`config.mk`:
```
export PLATFORM = sky130hd
export DESIGN_NAME = frac_time_ctr
export DESIGN_NICKNAME = d
export VERILOG_FILES = /design/src/rtl/ftc_pkg.sv /design/src/rtl/ftc_tick_div.sv /design/src/rtl/ftc_time_acc.sv /design/src/rtl/ftc_reg_port.sv /design/src/rtl/frac_time_ctr.sv
export SDC_FILE = /design/constraint.sdc
export NUM_CORES = 1
export LEC_CHECK = 0
export BUFFER_PORTS_ARGS = -buffer_cell sky130_fd_sc_hd__buf_2
export CORE_UTILIZATION = 40
export CTS_CLUSTER_DIAMETER = 40
export DETAILED_ROUTE_END_ITERATION = 10
export PLACE_DENSITY = 0.63
export SLEW_MARGIN = 40
export SYNTH_ARGS = -nofsm -noshare
export SYNTH_HDL_FRONTEND = slang
export SYNTH_SLANG_ARGS = --single-unit
export TNS_END_PERCENT = 20
```
`constraint.sdc`:
```
create_clock -name clk -period 8.5 [get_ports clk]
set_clock_uncertainty 0.2 [all_clocks]
set_input_delay 2.125 -clock clk [delete_from_list [all_inputs] [get_ports clk]]
set_output_delay 2.125 -clock clk [all_outputs]
set_load 0.03 [all_outputs]
```
`src/rtl/ftc_pkg.sv`:
```
// Package ftc_pkg: register selector shared by the time counter modules.
// Assumes a two-bit register address on the software port.
package ftc_pkg;
    typedef enum logic [1:0] {
        REG_CTRL = 2'd0,
        REG_TLO  = 2'd1,
        REG_THI  = 2'd2,
        REG_VOID = 2'd3
    } ftc_reg_e;
endpackage

```
`src/rtl/ftc_tick_div.sv`:
```
// ftc_tick_div: counts reference clocks and asserts tick once every
// `period` clocks. A period of zero stops it. restart clears the count.
// Assumes that every period change comes with a restart, so the count
// always stays below the period.
module ftc_tick_div #(
    parameter int PER_W = 8
) (
    input  logic             clk,
    input  logic             rst_n,
    input  logic [PER_W-1:0] period,
    input  logic             restart,
    output logic             tick,
    output logic [PER_W-1:0] cnt_o
);
    logic [PER_W-1:0] cnt_q;

    // Tick on the last clock of each period.
    always_comb tick = (period != '0) && (cnt_q == period - 1'b1);

    // Advance the count, or clear it on restart, stop or period end.
    always_ff @(posedge clk) begin
        if (!rst_n)               cnt_q <= '0;
        else if (restart)         cnt_q <= '0;
        else if (period == '0)    cnt_q <= '0;
        else if (tick)            cnt_q <= '0;
        else                      cnt_q <= cnt_q + 1'b1;
    end

    assign cnt_o = cnt_q;
endmodule

```
`src/rtl/ftc_time_acc.sv`:
```
// ftc_time_acc: holds the time value. It adds the increment on a tick,
// or takes a full load, which has priority. It flags a carry out of the
// top bit with a one-cycle wrap pulse.
// Assumes INC_W <= TIME_W.
module ftc_time_acc #(
    parameter int TIME_W = 64,
    parameter int INC_W  = 24
) (
    input  logic              clk,
    input  logic              rst_n,
    input  logic              tick,
    input  logic [INC_W-1:0]  incr,
    input  logic              load,
    input  logic [TIME_W-1:0] load_val,
    output logic [TIME_W-1:0] time_q,
    output logic              wrap
);
    logic [TIME_W:0] sum;

    // Add with one extra bit to catch the carry out.
    always_comb sum = {1'b0, time_q} + (TIME_W+1)'(incr);

    // Update the time value and the wrap flag.
    always_ff @(posedge clk) begin
        if (!rst_n) begin
            time_q <= '0;
            wrap   <= 1'b0;
        end else if (load) begin
            time_q <= load_val;
            wrap   <= 1'b0;
        end else if (tick) begin
            time_q <= sum[TIME_W-1:0];
            wrap   <= sum[TIME_W];
        end else begin
            wrap   <= 1'b0;
        end
    end
endmodule

```
`src/rtl/ftc_reg_port.sv`:
```
// ftc_reg_port: the software register port. It holds the control word,
// the staged low word for loads and the high-word read shadow, and it
// returns registered read data.
// Assumes TIME_W > WORD_W and TIME_W <= 2*WORD_W.
module ftc_reg_port
    import ftc_pkg::*;
#(
    parameter int WORD_W = 32,
    parameter int TIME_W = 64
) (
    input  logic              clk,
    input  logic              rst_n,
    input  logic              wr_en,
    input  logic              rd_en,
    input  logic [1:0]        addr,
    input  logic [WORD_W-1:0] wdata,
    input  logic [TIME_W-1:0] time_q,
    output logic [WORD_W-1:0] ctrl_q,
    output logic              ctrl_wr,
    output logic              load,
    output logic [TIME_W-1:0] load_val,
    output logic [WORD_W-1:0] lo_stage,
    output logic [WORD_W-1:0] rdata
);
    localparam int HI_W = TIME_W - WORD_W;

    ftc_reg_e        sel;
    logic [HI_W-1:0] shadow_q;

    // Decode the strobes.
    always_comb begin
        sel     = ftc_reg_e'(addr);
        ctrl_wr = wr_en && (sel == REG_CTRL);
        load    = wr_en && (sel == REG_THI);
    end

    // The full load value is the written high part plus the staged low word.
    assign load_val = {wdata[HI_W-1:0], lo_stage};

    // Register the control word and the staged low word.
    always_ff @(posedge clk) begin
        if (!rst_n) begin
            ctrl_q   <= '0;
            lo_stage <= '0;
        end else if (wr_en) begin
            if (sel == REG_CTRL) ctrl_q   <= wdata;
            if (sel == REG_TLO)  lo_stage <= wdata;
        end
    end

    // Register read data and capture the shadow on a low-word read.
    always_ff @(posedge clk) begin
        if (!rst_n) begin
            rdata    <= '0;
            shadow_q <= '0;
        end else if (rd_en) begin
            unique case (sel)
                REG_CTRL: rdata <= ctrl_q;
                REG_TLO: begin
                    rdata    <= time_q[WORD_W-1:0];
                    shadow_q <= time_q[TIME_W-1:WORD_W];
                end
                REG_THI:  rdata <= WORD_W'(shadow_q);
                default:  rdata <= '0;
            endcase
        end
    end
endmodule

```
`src/rtl/frac_time_ctr.sv`:
```
// frac_time_ctr: top of the fractional time counter. It connects the
// register port, the tick divider and the time accumulator.
// Assumes PER_W + INC_W == WORD_W, with the period in the top bits.
module frac_time_ctr
    import ftc_pkg::*;
#(
    parameter int TIME_W = 64,
    parameter int WORD_W = 32,
    parameter int PER_W  = 8,
    parameter int INC_W  = 24
) (
    input  logic              clk,
    input  logic              rst_n,
    input  logic              reg_wr_en,
    input  logic              reg_rd_en,
    input  logic [1:0]        reg_addr,
    input  logic [WORD_W-1:0] reg_wdata,
    output logic [WORD_W-1:0] reg_rdata,
    output logic [TIME_W-1:0] time_now,
    output logic              wrap_pulse
);
    logic [WORD_W-1:0] ctrl_q;
    logic [WORD_W-1:0] lo_stage;
    logic              ctrl_wr;
    logic              load;
    logic [TIME_W-1:0] load_val;
    logic              tick;
    logic [PER_W-1:0]  div_cnt;
    logic [PER_W-1:0]  period;
    logic [INC_W-1:0]  incr;

    // Split the control word into its two fields.
    always_comb begin
        period = ctrl_q[WORD_W-1 -: PER_W];
        incr   = ctrl_q[INC_W-1:0];
    end

    ftc_reg_port #(.WORD_W(WORD_W), .TIME_W(TIME_W)) port_i (
        .clk      (clk),
        .rst_n    (rst_n),
        .wr_en    (reg_wr_en),
        .rd_en    (reg_rd_en),
        .addr     (reg_addr),
        .wdata    (reg_wdata),
        .time_q   (time_now),
        .ctrl_q   (ctrl_q),
        .ctrl_wr  (ctrl_wr),
        .load     (load),
        .load_val (load_val),
        .lo_stage (lo_stage),
        .rdata    (reg_rdata)
    );

    ftc_tick_div #(.PER_W(PER_W)) div_i (
        .clk     (clk),
        .rst_n   (rst_n),
        .period  (period),
        .restart (ctrl_wr),
        .tick    (tick),
        .cnt_o   (div_cnt)
    );

    ftc_time_acc #(.TIME_W(TIME_W), .INC_W(INC_W)) acc_i (
        .clk      (clk),
        .rst_n    (rst_n),
        .tick     (tick),
        .incr     (incr),
        .load     (load),
        .load_val (load_val),
        .time_q   (time_now),
        .wrap     (wrap_pulse)
    );
endmodule

```
==> reports/metrics.csv, run 1 <==
stage;metric;value;unit
timing;worstMarginPinSlew;0.892;ns
clock_network;cts_hold_buf;0;
global_route;track_usage;24.6;%
synth;synth_seq_cells;201;
setup_path;r2r_cells;10;
setup_path;critPathLaunchType;primary input;
setup_path;cp_top_family;buffers and inverters;
clock_network;cts_tree;yes;
power;p_leak;4.72;nW
setup_path;crit_buf_inv;4;
clock_network;root_buffer;clkbuf_16;
setup_path;cp.depth;9;
clock_network;htree_levels;1;
setup_path;cpMostUsedCell;buf_4;
setup_path;reg2reg_slack;4.50;ns
clock_network;clk_pin_slew;0.06;ns
global_route;antenna_found_initial;2;
power;vdd_drop_max;0.146;mV
placement;gp_congestion;0.898;
synth;synth-edff-count;0;
die;fp-row-count;58;
drt;drt-total-wl;32900;microns
synth;ys_seq_area_share;39.4;%
timing;drv_slew;0;
cells_and_area;utilization;47.9;%
synth;async_reset_ff_share;0;%
synth;synth_area;10200;sq um
cells_and_area;drive_above_1_share;14.9;%
global_route;grt_max_degree;93;
die;initial_core_util;40.6;%
clock_network;cts-resized-gates;0;
drt;viasPerCell;5.71;
setup_path;cp.required;8.76;ns
die;ioPinCount;135;
placement;port_buffers;134;
clock_network;post_cts_buffers;0;
timing;period_share;53.9;%
drt;ant_nets;0;
setup_path;cp.arrival;4.83;ns
setup_path;crit_end;acc_i.time_q[23]$_SDFFE_PN0P_;
run;max_cap_viol_count;0;
synth;synth_cell_types;62;
setup_path;worst-setup-path-type;in2reg;
drt;drtIter0Drc;1111;
timing;maxSlewHeadroom;40.0;%
setup_path;endpoint_kind;flip-flop;
clock_network;clock-sinks;201;
setup_path;critical-path-slowest-cell;buf_4;
timing;period_minus_slack;4.58;ns
synth;synth_top_cell_by_area;dfxtp_1;
synth;synth_top_area_share;39.4;%
drt;drc;0;
setup_path;startpoint;reg_addr[0];
synth;netlist_instances;1322;
timing;rsz0062_at_grt;false;
die;die_h;162;microns
die;die-area;26200;sq um
cells_and_area;fin_nets;1471;
clock_network;clock_latency;0.54;ns
timing;fin_tns_setup;0;ns
drt;routedWlPerCell;18.7;microns
setup_path;r2r-start;acc_i.time_q[0]$_SDFFE_PN0P_;
global_route;overflow;0;
setup_path;crit_fanout;67;
cells_and_area;final_cell_mix;240 x nand2_1, 201 x dfxtp_1, 184 x a21oi_1, 134 x buf_2, 130 x nor2_1;
drt;vias;10000;
die;fp.dieW;162;microns
synth;ys.flop_type;dfxtp_1;
min_path;hold_class;reg2reg;
cells_and_area;final_common_cell;nand2_1;
drt;first_pass_iters;6;
power;power_density;207;nW/um^2
setup_path;r2r-end;acc_i.time_q[52]$_SDFFE_PN0P_;
global_route;grt_pass1_wl;50800;microns
setup_path;critPathMaxStageDelay;0.63;ns
setup_path;path_cells;buf_2, buf_4, nor2b_2, buf_4, nand2_4, buf_4, nand2_1, a311o_1, o21ai_0;
timing;finalSetupViolations;0;
global_route;grt_pass1_vias;8966;
timing;fmax;218;MHz
timing;final_hold_viol_count;0;
cells_and_area;areaGrowthSynthToFinish;17.8;%
synth;synth_nets;1387;
cells_and_area;fillers;2518;
clock_network;numCtsBuffers;27;
placement;dp_hpwl;23100;microns
die;core-area;25100;sq um
synth;ys_warn_count;0;
synth;synthTopCellsByArea;dfxtp_1 39%, a21oi_1 9.0%, nand2_1 8.9%, nor2_1 4.8%, mux2i_1 3.9%;
clock_network;cts_buffer_depth;3;
synth;synth.avg_cell_area;7.72;sq um
run_status;status;finished, final reports clean;
## routing by layer
metal / track usage (%) / share of wire (%)
met5: 0 / 0.036
met1: 36.7 / 47
met4: 6.05 / 1.5
met2: 36.4 / 43
met3: 4.21 / 9.3
## cells by family after synthesis
| group | share of synthesized area, % |
|---|---|
| compound gates | 20.9 |
| xor+xnor | 4.81 |
| fa+ha+maj | 3.38 |
| buf+inv | 4.03 |
| flops | 39.4 |
| mux | 3.92 |
| simple gates | 23.5 |
## synth_stat cells, types with 4 or more instances
cell type / count
nor3_1: 24
or4_1: 4
mux2i_1: 40
xnor2_1: 29
dfxtp_1: 201
a211oi_1: 51
nand2_1: 242
o211ai_1: 5
a311oi_1: 8
xor2_1: 27
nor2b_1: 7
and2_1: 10
a31oi_1: 7
nor2_1: 130
and3_1: 20
a21oi_1: 184
nor4_1: 9
o21ai_0: 55
clkbuf_1: 88
nand4_1: 23
inv_1: 14
nand3_1: 35
a21o_1: 7
o21a_1: 6
or3_1: 5
ha_1: 26
o21bai_1: 5
and4_1: 4
## worst min-delay path, stage by stage (launching register included)
cell	delay, ns
dfxtp_1	0.31
nand2_1	0.05
a21oi_1	0.05
## sequential cells by signal, summed over array words and instances, names as in the netlist
name / cells
port_i.lo_stage: 32
port_i.ctrl_q: 32
acc_i.time_q: 64
port_i.rdata: 32
acc_i.wrap: 1
port_i.shadow_q: 32
div_i.cnt_o: 8
## how the worst min path moves through the flow
| stage | startpoint | slack, ns | end | cells after the start |
|---|---|---|---|---|
| 3_3_place_gp | port_i.lo_stage[24]$_SDFFE_PN0P_ | 0.24 | port_i.lo_stage[24]$_SDFFE_PN0P_ | 2 |
| 2_1_floorplan | port_i.lo_stage[2]$_SDFFE_PN0P_ | 0.23 | acc_i.time_q[2]$_SDFFE_PN0P_ | 2 |
| 5_1_grt | port_i.lo_stage[24]$_SDFFE_PN0P_ | 0.26 | port_i.lo_stage[24]$_SDFFE_PN0P_ | 2 |
| 3_5_place_dp | port_i.lo_stage[18]$_SDFFE_PN0P_ | 0.24 | port_i.lo_stage[18]$_SDFFE_PN0P_ | 2 |
| 4_1_cts | port_i.lo_stage[18]$_SDFFE_PN0P_ | 0.25 | port_i.lo_stage[18]$_SDFFE_PN0P_ | 2 |
| 6_report | port_i.shadow_q[0]$_SDFFE_PN0P_ | 0.25 | port_i.shadow_q[0]$_SDFFE_PN0P_ | 2 |
## through the flow
step	instances	power, mW	setup WS (ns)	instance area (sq um)	hold WS (ns)
2_1_floorplan	1322	1.20	4.67	10200	0.232
3_3_place_gp	1707	1.29	3.45	11000	0.239
5_1_grt	1757	2.57	3.75	12000	0.261
3_5_place_dp	1707	1.30	3.47	11100	0.244
4_1_cts	1756	2.50	4.00	12000	0.252
6_report	1757	2.49	3.92	12000	0.252
## layout make-up
cell class              count  area (sq um)  share of cell area [%]
flip-flops and latches    201          4020                    33.5
inverters                  15          58.8                   0.489
diodes                      1          2.50                  0.0208
well taps                 330           413                    3.43
multi-input cells        1013          5780                    48.1
repair buffers            148           779                    6.48
clock inverters            18           243                    2.02
clock buffers              31           721                    5.99
## report_power, final
group | switching, mW | internal [mW]
Sequential | 0.0429 | 0.979
Clock | 0.445 | 0.763
Combinational | 0.177 | 0.0799
Total | 0.665 | 1.82
Note: power is estimated with default switching activity, not from simulation.
==> run 2, diff against run 1 <==
- PLACE_DENSITY: 0.63 -> 0.65
- clock period: 8.5 -> 4.2 ns (I/O delays scaled with it)
==> reports/metrics.csv, run 2 (synthesized netlist as in run 1, its figures left out) <==
stage;metric;value;unit
run_status;status;finished, final reports clean;
cells_and_area;fin_nets;1490;
die;core-area;25100;sq um
timing;final_hold_viol_count;0;
timing;rsz0062_at_grt;false;
setup_path;cp.required;4.38;ns
drt;viasPerCell;5.68;
drt;drt-total-wl;33200;microns
timing;drv_slew;0;
global_route;track_usage;24.7;%
timing;worstMarginPinSlew;0.813;ns
clock_network;cts_tree;yes;
timing;maxSlewHeadroom;45.3;%
die;die-area;26200;sq um
cells_and_area;regMostFlops;acc_i.time_q;
placement;port_buffers;134;
setup_path;reg2reg_slack;0.57;ns
cells_and_area;areaGrowthSynthToFinish;20.6;%
placement;gp_congestion;0.937;
die;ioPinCount;135;
cells_and_area;final_cell_mix;241 x nand2_1, 201 x dfxtp_1, 184 x a21oi_1, 134 x buf_2, 130 x nor2_1;
setup_path;path_cells;ha_1, fa_1, a211oi_1, o21bai_1, a21oi_1, buf_4, o21ai_0, a21boi_0, nor3_1, xnor2_1, a21oi_1;
drt;drtIter0Drc;1196;
setup_path;cp.arrival;3.81;ns
die;die_h;162;microns
setup_path;cpMostUsedCell;a21oi_1;
setup_path;crit_fanout;5;
clock_network;clk_pin_slew;0.06;ns
power;vdd_drop_max;0.274;mV
cells_and_area;drive_above_1_share;16.3;%
setup_path;critPathLaunchType;flip-flop;
cells_and_area;final_common_cell;nand2_1;
drt;vias;10100;
timing;finalSetupViolations;0;
placement;placed_cells;1719;
timing;period_share;86.4;%
die;fp-row-count;58;
clock_network;numCtsBuffers;34;
cells_and_area;fillers;2480;
global_route;grt_max_degree;66;
clock_network;clock_latency;0.51;ns
timing;period_minus_slack;3.63;ns
clock_network;cts_buffer_depth;3;
setup_path;worst-setup-path-type;reg2reg;
cells_and_area;layout.cells.non_filler;1782;
drt;ant_nets;0;
timing;fmax;276;MHz
setup_path;critical-path-slowest-cell;a21boi_0;
setup_path;endpoint_kind;flip-flop;
setup_path;critPathMaxStageDelay;0.75;ns
clock_network;root_buffer;clkbuf_16;
placement;dp_hpwl;23500;microns
timing;fin_tns_setup;0;ns
clock_network;htree_levels;2;
die;initial_core_util;40.6;%
global_route;antenna_found_initial;2;
die;fp.dieW;162;microns
power;power_density;433;nW/um^2
cells_and_area;utilization;49.0;%
drt;routedWlPerCell;18.6;microns
clock_network;clock-sinks;201;
clock_network;cts_hold_buf;0;
global_route;grt_pass1_vias;8917;
min_path;hold_class;reg2reg;
drt;drc;0;
clock_network;cts-resized-gates;0;
power;p_leak;4.85;nW
global_route;grt_pass1_wl;50900;microns
cells_and_area;largest_reg_flops;64;
run;max_cap_viol_count;0;
clock_network;post_cts_buffers;0;
drt;first_pass_iters;5;
global_route;overflow;0;
==> run 2: final cells by class <==
type                    instances  area [sq um]  area share, %
multi-input cells            1013          5790           47.0
flip-flops and latches        201          4020           32.7
clock buffers                  40           925           7.51
repair buffers                160           891           7.24
well taps                     330           413           3.36
clock inverters                21           204           1.66
inverters                      15          58.8          0.478
diodes                          2          5.00         0.0407
==> run 2: power breakdown <==
part / total (mW) / internal, mW / switching (mW)
sequential: 2.07 / 1.98 / 0.0834
combinational: 0.534 / 0.168 / 0.366
clock: 2.73 / 1.72 / 1.01
==> run 2: worst paths after layout <==
path | start | to | cells past startpoint
max | acc_i.time_q[0]$_SDFFE_PN0P_ | acc_i.time_q[60]$_SDFFE_PN0P_ | 11
min | port_i.lo_stage[14]$_SDFFE_PN0P_ | port_i.lo_stage[14]$_SDFFE_PN0P_ | 2
max reg2reg | acc_i.time_q[0]$_SDFFE_PN0P_ | acc_i.time_q[60]$_SDFFE_PN0P_ | 11
min reg2reg | port_i.lo_stage[14]$_SDFFE_PN0P_ | port_i.lo_stage[14]$_SDFFE_PN0P_ | 2
==> run 2: per-stage QoR <==
step	worst slack [ns]	total power [mW]	hold WS, ns	area (sq um)
after floorplan	0.940	2.44	0.232	10200
after global placement	0.688	2.62	0.239	11200
after detailed placement	0.688	2.63	0.244	11200
after CTS	0.693	5.36	0.251	12300
after global routing	0.413	5.50	0.267	12300
final	0.573	5.33	0.248	12300
==> run 2: worst max-delay path, delay by kind of cell (launching register included) <==
family	cells	cell delay [ns]
flip-flops	1	0.34
XOR/XNOR	1	0.19
adder cells (fa/ha/maj)	2	0.69
buffers and inverters	1	0.16
AO/OA/AOI/OAI	6	1.77
AND/OR/NAND/NOR	1	0.17
==> run 2: per-layer routing <==
layer | track usage [%] | part of all wire [%]
met3 | 5.08 | 9.4
met5 | 0 | 0
met1 | 35.9 | 45
met2 | 36.5 | 43
met4 | 7.63 | 2.6
==> run 3, diff against run 2 <==
- MAX_ROUTING_LAYER: unset -> met4
==> reports/metrics.csv, run 3 (synthesized netlist as in run 1, its figures left out) <==
stage;metric;value;unit
power;vdd_drop_max;0.282;mV
cells_and_area;layout.cells.non_filler;1786;
placement;placed_cells;1722;
cells_and_area;final_common_cell;nand2_1;
clock_network;cts-resized-gates;0;
drt;viasPerCell;5.67;
timing;worstMarginPinSlew;0.729;ns
setup_path;worst-setup-path-type;reg2reg;
global_route;overflow;0;
timing;period_minus_slack;3.56;ns
clock_network;cts_tree;yes;
clock_network;cts_buffer_depth;3;
power;p_sw_share;26.2;%
clock_network;clock_latency;0.51;ns
cells_and_area;largest_reg_flops;64;
clock_network;clk_pin_slew;0.05;ns
power;p_leak;4.93;nW
cells_and_area;final_cell_mix;241 x nand2_1, 201 x dfxtp_1, 184 x a21oi_1, 134 x buf_2, 130 x nor2_1;
timing;fin_ws;0.635;ns
cells_and_area;drive_above_1_share;16.3;%
cells_and_area;areaGrowthSynthToFinish;21.8;%
power;internal-power;4.13;mW
timing;rsz0062_at_grt;false;
die;fp-row-count;58;
setup_path;r2r-start;port_i.ctrl_q[24]$_SDFFE_PN0P_;
placement;gp_congestion;0.954;
clock_network;htree_levels;2;
run;max_cap_viol_count;0;
timing;whs;0.247;ns
drt;vias;10100;
drt;routedWlPerCell;18.7;microns
global_route;track_usage;26.0;%
setup_path;critPathLaunchType;flip-flop;
clock_network;post_cts_buffers;0;
die;core-area;25100;sq um
setup_path;r2r-end;acc_i.time_q[50]$_SDFFE_PN0P_;
cells_and_area;regMostFlops;acc_i.time_q;
drt;ant_nets;0;
drt;drtIter0Drc;1147;
drt;drt-total-wl;33500;microns
die;die_h;162;microns
min_path;min_path_cells;2;
power;combPwrFrac;9.6;%
clock_network;root_buffer;clkbuf_16;
global_route;grt_pass1_wl;51900;microns
setup_path;reg2reg_slack;0.64;ns
run_status;status;finished, final reports clean;
power;p_seq_share;37.0;%
timing;finalSetupViolations;0;
die;die-area;26200;sq um
setup_path;cp.required;4.43;ns
timing;fmax;281;MHz
clock_network;cts_hold_buf;0;
die;initial_core_util;40.6;%
cells_and_area;fin_nets;1493;
die;ioPinCount;135;
setup_path;r2r_cells;12;
die;fp.dieW;162;microns
setup_path;endpoint_kind;flip-flop;
global_route;antenna_found_initial;3;
drt;first_pass_iters;7;
cells_and_area;utilization;49.5;%
min_path;hold_path.startpoint;port_i.lo_stage[14]$_SDFFE_PN0P_;
placement;placedInstanceArea;11200;sq um
placement;dp_hpwl;23500;microns
timing;fin_tns_setup;0;ns
global_route;grt_pass1_vias;9225;
placement;port_buffers;134;
placement;dp_slack;0.683;ns
clock_network;clock-sinks;201;
timing;maxSlewHeadroom;51.0;%
timing;period_share;84.9;%
timing;drv_slew;0;
power;netSwitchingPower;1.47;mW
setup_path;crit_fanout;23;
min_path;hold_class;reg2reg;
timing;final_hold_viol_count;0;
power;p_clk_share;53.5;%
setup_path;cp.arrival;3.79;ns
global_route;grt_max_degree;66;
power;power;5.59;mW
power;power_density;450;nW/um^2
drt;drc;0;
cells_and_area;fillers;2499;
clock_network;numCtsBuffers;34;
min_path;whs_endpoint;port_i.lo_stage[14]$_SDFFE_PN0P_;
cells_and_area;final_area;12400;sq um
-- run 3: how the worst max path moves through the flow --
stage	startpoint	end	slack (ns)
finish	port_i.ctrl_q[24]$_SDFFE_PN0P_	acc_i.time_q[50]$_SDFFE_PN0P_	0.64
CTS	port_i.ctrl_q[24]$_SDFFE_PN0P_	acc_i.time_q[50]$_SDFFE_PN0P_	0.68
global placement	acc_i.time_q[14]$_SDFFE_PN0P_	acc_i.time_q[47]$_SDFFE_PN0P_	0.75
global route	port_i.ctrl_q[24]$_SDFFE_PN0P_	acc_i.time_q[50]$_SDFFE_PN0P_	0.40
detailed placement	port_i.ctrl_q[24]$_SDFFE_PN0P_	acc_i.time_q[50]$_SDFFE_PN0P_	0.68
floorplan	acc_i.time_q[14]$_SDFFE_PN0P_	acc_i.time_q[37]$_SDFFE_PN0P_	0.94
-- run 3: critical path, stage by stage (launching register included) --
cell and delay (ns):
dfxtp_1 0.36, inv_1 0.08, ha_1 0.24, or4b_2 0.64, o22ai_1 0.15, nand4_1 0.19, a211oi_4 0.25, buf_4 0.37
nand4_1 0.13, buf_4 0.21, nor4_1 0.34, xnor2_1 0.10, a211oi_1 0.22
-- run 3: routing by layer --
layer | share of wire (%) | track usage [%] | wire length [microns] | vias to the layer above
met5 | 0 | - | 0 | -
met4 | 3.2 | 10.4 | 1080 | 0
met3 | 8.5 | 5.21 | 2830 | 78
met2 | 43 | 37.4 | 14300 | 434
met1 | 46 | 35.5 | 15300 | 4736
li1 | - | - | - | 4884
-- run 3: layout make-up --
class,instances,area [sq um],area share [%]
Antenna cell,3,7.51,0.0604
Clock inverter,19,263,2.11
Sequential cell,201,4020,32.4
Clock buffer,42,975,7.84
Tap cell,330,413,3.32
Multi-Input combinational cell,1013,5780,46.5
Timing Repair Buffer,163,913,7.35
Inverter,15,58.8,0.473
-- run 3: power groups by stage --
stage	sequential, mW	combinational, mW	clock, mW
final	2.07	0.535	2.99
after global routing	2.08	0.578	3.11
after CTS	2.07	0.531	3.02
after detailed placement	2.10	0.528	0
after global placement	2.10	0.523	0
after floorplan	2.17	0.266	0
